<file path="src/rtl/spec_dfe_pkg.sv">
package spec_dfe_pkg;
  // decision history: [1] newest bit, [0] older bit
  typedef logic [1:0] hist_t;

  function automatic hist_t push_hist(hist_t h, logic b);
    return {b, h[1]};
  endfunction
endpackage

</file>
<file path="src/rtl/dfe_lane_slicer.sv">
module dfe_lane_slicer #(
  parameter int SW = 6,
  parameter int TW = 6
) (
  input  logic signed [SW-1:0] smp,
  input  logic signed [TW-1:0] t1,
  input  logic signed [TW-1:0] t2,
  output logic        [3:0]    dec
);
  localparam int DW = ((SW > TW) ? SW : TW) + 2;

  // candidate index k: k[1] = newest earlier bit, k[0] = older bit
  for (genvar k = 0; k < 4; k++) begin : g_hyp
    logic signed [DW-1:0] fb;
    logic signed [DW-1:0] diff;
    always_comb begin
      fb   = ((k & 2) != 0 ? DW'(t1) : -DW'(t1))
           + ((k & 1) != 0 ? DW'(t2) : -DW'(t2));
      diff = DW'(smp) - fb;
      dec[k] = ~diff[DW-1];
    end
  end
endmodule

</file>
<file path="src/rtl/dfe_group_chain.sv">
module dfe_group_chain
  import spec_dfe_pkg::*;
#(
  parameter int GL = 8
) (
  input  logic [GL-1:0][3:0] cand,
  input  logic [GL-1:0]      vmask,
  input  hist_t              start,
  output logic [GL-1:0]      bits,
  output hist_t              fin
);
  hist_t p;
  always_comb begin
    p = start;
    for (int i = 0; i < GL; i++) begin
      bits[i] = 1'b0;
      if (vmask[i]) begin
        bits[i] = cand[i][p];
        p = push_hist(p, cand[i][p]);
      end
    end
    fin = p;
  end
endmodule

</file>
<file path="src/rtl/dfe_group_select.sv">
module dfe_group_select
  import spec_dfe_pkg::*;
#(
  parameter int NG = 3,
  parameter int GL = 8
) (
  input  logic  [NG-1:0][3:0][GL-1:0] sb,
  input  logic  [NG-1:0][3:0][1:0]    sf,
  input  hist_t                       carry,
  output logic  [NG*GL-1:0]           bits,
  output hist_t                       nxt
);
  hist_t c;
  always_comb begin
    c = carry;
    for (int g = 0; g < NG; g++) begin
      bits[g*GL +: GL] = sb[g][c];
      c = sf[g][c];
    end
    nxt = c;
  end
endmodule

</file>
<file path="src/rtl/spec_dfe_top.sv">
module spec_dfe_top
  import spec_dfe_pkg::*;
#(
  parameter int NL  = 17,
  parameter int GRP = 8,
  parameter int SW  = 6,
  parameter int TW  = 6
) (
  input  logic                       clk,
  input  logic                       rst,
  input  logic [NL*SW-1:0]           smp_in,
  input  logic [NL-1:0]              lane_vld,
  input  logic [TW-1:0]              tap_a,
  input  logic [TW-1:0]              tap_b,
  output logic [NL-1:0]              dec_out,
  output logic [$clog2(NL+1)-1:0]    dec_cnt,
  output logic [1:0]                 last_pair
);
  localparam int NG  = (NL + GRP - 1) / GRP;
  localparam int NLP = NG * GRP;
  localparam int CW  = $clog2(NL + 1);

  // stage 1: four-way speculative slicing per lane
  logic [NLP-1:0][3:0] cand_c, cand_q;
  logic [NLP-1:0]      msk_c, msk1_q, msk2_q;

  for (genvar l = 0; l < NLP; l++) begin : g_lane
    if (l < NL) begin : g_real
      dfe_lane_slicer #(.SW(SW), .TW(TW)) u_slc (
        .smp (smp_in[l*SW +: SW]),
        .t1  (tap_a),
        .t2  (tap_b),
        .dec (cand_c[l])
      );
      assign msk_c[l] = lane_vld[l];
    end else begin : g_pad
      assign cand_c[l] = '0;
      assign msk_c[l]  = 1'b0;
    end
  end

  always_ff @(posedge clk) begin
    if (rst) begin
      cand_q <= '0;
      msk1_q <= '0;
    end else begin
      cand_q <= cand_c;
      msk1_q <= msk_c;
    end
  end

  // stage 2: each group resolved for all four incoming histories
  logic [NG-1:0][3:0][GRP-1:0] sb_c, sb_q;
  logic [NG-1:0][3:0][1:0]     sf_c, sf_q;

  for (genvar g = 0; g < NG; g++) begin : g_grp
    for (genvar h = 0; h < 4; h++) begin : g_hist
      dfe_group_chain #(.GL(GRP)) u_chain (
        .cand  (cand_q[g*GRP +: GRP]),
        .vmask (msk1_q[g*GRP +: GRP]),
        .start (2'(h)),
        .bits  (sb_c[g][h]),
        .fin   (sf_c[g][h])
      );
    end
  end

  always_ff @(posedge clk) begin
    if (rst) begin
      sb_q   <= '0;
      sf_q   <= '0;
      msk2_q <= '0;
    end else begin
      sb_q   <= sb_c;
      sf_q   <= sf_c;
      msk2_q <= msk1_q;
    end
  end

  // stage 3: link groups from the carried history
  hist_t            carry_q, carry_c;
  logic [NLP-1:0]   sel_bits;

  dfe_group_select #(.NG(NG), .GL(GRP)) u_sel (
    .sb    (sb_q),
    .sf    (sf_q),
    .carry (carry_q),
    .bits  (sel_bits),
    .nxt   (carry_c)
  );

  always_ff @(posedge clk) begin
    if (rst) begin
      dec_out <= '0;
      dec_cnt <= '0;
      carry_q <= 2'b00;
    end else begin
      dec_out <= sel_bits[NL-1:0];
      dec_cnt <= CW'($countones(msk2_q));
      carry_q <= carry_c;
    end
  end

  assign last_pair = carry_q;

  // ---------------- assertions ----------------
  if (NLP > NL) begin : g_padchk
    always_comb begin

      pad_lane_zero_chk: assert (sel_bits[NLP-1:NL] == '0);
    end
  end


  inv_lane_zero_chk: assert property (@(posedge clk) disable iff (rst)
    (dec_out & ~$past(msk2_q[NL-1:0])) == '0);


  cnt_bound_chk: assert property (@(posedge clk) disable iff (rst)
    (dec_cnt <= CW'(NL)) && ($countones(dec_out) <= int'(dec_cnt)));


  idle_hold_chk: assert property (@(posedge clk) disable iff (rst)
    (msk2_q == '0) |=> ($stable(carry_q) && dec_cnt == '0));


  empty_group_chk: assert property (@(posedge clk) disable iff (rst)
    (msk1_q[GRP-1:0] == '0) |=>
      (sf_q[0][0] == 2'd0 && sf_q[0][1] == 2'd1 &&
       sf_q[0][2] == 2'd2 && sf_q[0][3] == 2'd3));
endmodule

</file>
<file path="config.mk">
export PLATFORM = sky130hd
export DESIGN_NAME = spec_dfe_top
export DESIGN_NICKNAME = d
export VERILOG_FILES = /design/src/rtl/spec_dfe_pkg.sv /design/src/rtl/dfe_lane_slicer.sv /design/src/rtl/dfe_group_chain.sv /design/src/rtl/dfe_group_select.sv /design/src/rtl/spec_dfe_top.sv
export SDC_FILE = /design/constraint.sdc
export NUM_CORES = 1
export LEC_CHECK = 0
export BUFFER_PORTS_ARGS = -buffer_cell sky130_fd_sc_hd__buf_2
export CAP_MARGIN = 40
export CORE_ASPECT_RATIO = 1.5
export CORE_MARGIN = 3
export CORE_UTILIZATION = 47
export DETAILED_ROUTE_END_ITERATION = 7
export GPL_TIMING_DRIVEN = 0
export SLEW_MARGIN = 20
export SYNTH_ARGS = -nofsm -noshare
export SYNTH_HDL_FRONTEND = slang
export SYNTH_HIERARCHICAL = 1
export SYNTH_SLANG_ARGS = --single-unit
</file>
<file path="constraint.sdc">
create_clock -name clk -period 6 [get_ports clk]
set_input_delay 1.8 -clock clk [delete_from_list [all_inputs] [get_ports clk]]
set_output_delay 1.8 -clock clk [all_outputs]
set_load 0.01 [all_outputs]
</file>
==> metrics.yaml <==
cpMaxStageDelayCell: "or4_1"
max_slew_margin_pct: 44.4
cp.arrival_ns: 5.39
syn_inst: 4712
setup_violations: 0
post_cts_buffers: 0
core_um2: 88200
final_layout_size_suffix_gt1_share_pct: 13.0
fin_crit_sh_pct: 82.0
fin_crit_ns: 4.92
crit_path_start_kind: "primary input"
syn_area_um2: 42100
wl_per_cell_um: 16.4
grt_pass1_wl_mm: 171
nFillCells: 8458
grt_usage_pct: 22.4
maxSlewViolCount: 0
finalInstanceArea_um2: 46700
setup_tns_ns: 0
path_class: "in2reg"
tightest_slew_ns: 0.813
cts_buffers: 23
grt_pass1_vias: 33200
ys_warn_count: 6
clkTransAtPathRegs_ns: 0.07
ant_nets: 0
grt_overflow: 0
min_to: "msk2_q[4]"
run_status: "finished, final reports clean"
synth.avg_cell_area_um2: 8.93
crit_fanout: 57
min_from: "msk1_q[4]"
post_dp_cell_area_um2: 45900
multiInputGateArea_um2: 35200
p_per_area_nw_per_um2: 196
ir_drop_v: 0.000224
crit_required_ns: 6.47
cts.sink_count: 218
hold_viol: 0
dr.pass1.iters: 5
cts_tree: "done"
timing.fmax_mhz: 203
floorplan.initialDensity_pct: 47.7
drt-vias-per-instance: 5.15
row_count: 133
htreeDepth: 1
ff2ff_path_depth: 14
rsz0062_at_grt: "false"
endpoint_kind: "flop"
cts_resized: 0
root_buffer: "clkbuf_16"
timing.rr.end: "sf_q[3]"
port_buffers: 155
min_path_type: "reg2reg"
hold_buffers: 0
p_leak_uw: 0.0222
grt_max_degree: 60
fin_skew_ns: 0.0112
die_x_um: 250
clockBufferDepth: 3
dr_total_vias: 32900
drc: 0
path_cells: "buf_6 -> buf_16 -> inv_1 -> ha_1 -> nand2_1 -> nor2_1 -> or2_2 -> inv_1 -> fa_1 -> inv_1 -> ha_1 -> or4_1 -> o21ai_0 -> a21oi_1 -> xnor2_1 -> nor2b_1"
die_area_um2: 93300
area_delta_synth_final_pct: 10.9
regToRegSetupSlack_ns: 1.49
crit_top_cell: "inv_1"
nets: 6227
hpwlAfterDp_mm: 84.0
max_stage_delay_ns: 0.50
io_pins: 157
clock_latency_ns: 0.53
gp_congestion: 0.831
antenna_found_initial: 17
detail_route.wirelength_mm: 104
regArea_um2: 4370
drtIter0Drc: 1136
die_height_um: 373
timing.rr.start: "msk1_q[1]"
hold_depth: 1
drv_cap: 0
[how the worst max path moves through the flow]
stage,end,from
after floorplan,cand_q[8],tap_a[0]
after global placement,cand_q[8],tap_a[2]
after detailed placement,cand_q[8],tap_a[1]
after CTS,cand_q[8],tap_a[1]
after global routing,cand_q[8],tap_a[1]
final,cand_q[8],tap_a[1]
[critical path: cells and delay by family]
kind | cells | cell delay [ns]
simple gates | 5 | 1.11
xor+xnor | 1 | 0.37
buf+inv | 5 | 0.92
compound gates | 2 | 0.19
fa+ha+maj | 3 | 0.88
[sequential cells by signal, summed over array words and instances (netlist names)]
name	count
cand_q	68
sf_q	24
last_pair	2
msk1_q	17
msk2_q	17
dec_out	17
sb_q	68
dec_cnt	5
[through the flow]
stage	setup WS (ns)	util, %	power, uW	instances	hold WS [ns]
2_1_floorplan	1.80	-	6210	5014	0.482
3_3_place_gp	-0.887	51.5	7540	6316	0.558
3_5_place_dp	0.509	52.0	7690	6332	0.555
4_1_cts	1.06	52.9	9210	6374	0.560
5_1_grt	0.870	53.0	10100	6377	0.517
6_report	1.08	53.0	9130	6380	0.507
[routing by layer]
layer / vias up / GRT usage, % / wire length [um]
met4: 16 / 3.99 / 1800
met5: - / 0 / 91
li1: 16800 / - / -
met1: 15600 / 26.6 / 43900
met3: 114 / 1.89 / 2920
met2: 344 / 44.0 / 55700
[cell usage in the layout, fill, tap and decap left out, types with 84 or more instances in the layout]
| cell type | n |
|---|---|
| mux2i_1 | 101 |
| nor2b_1 | 305 |
| conb_1 | 304 |
| fa_1 | 283 |
| buf_2 | 159 |
| a21oi_1 | 212 |
| nor2_1 | 96 |
| o21ai_0 | 128 |
| dfxtp_1 | 217 |
| ha_1 | 599 |
| nor3_1 | 84 |
| inv_1 | 785 |
| o21ai_1 | 92 |
| xnor2_1 | 266 |
| nand2_1 | 259 |
[final cells by class]
type	instances	area share (%)
clock buffers	29	1.37
plain buffers	94	1.43
repair buffers	173	2.69
well taps	1147	3.07
multi-input cells	3905	75.4
diodes	4	0.0214
inverters	797	6.40
clock inverters	13	0.287
flip-flops and latches	218	9.35
[report_power, final]
| group | internal [uW] | switching (uW) | leakage, uW |
|---|---|---|---|
| clock | 845 | 625 | 0.000376 |
| sequential | 1690 | 332 | 0.00179 |
| combinational | 2650 | 2990 | 0.0201 |
| total | 5190 | 3940 | 0.0222 |
No activity file was read; power rests on OpenSTA's default activity.
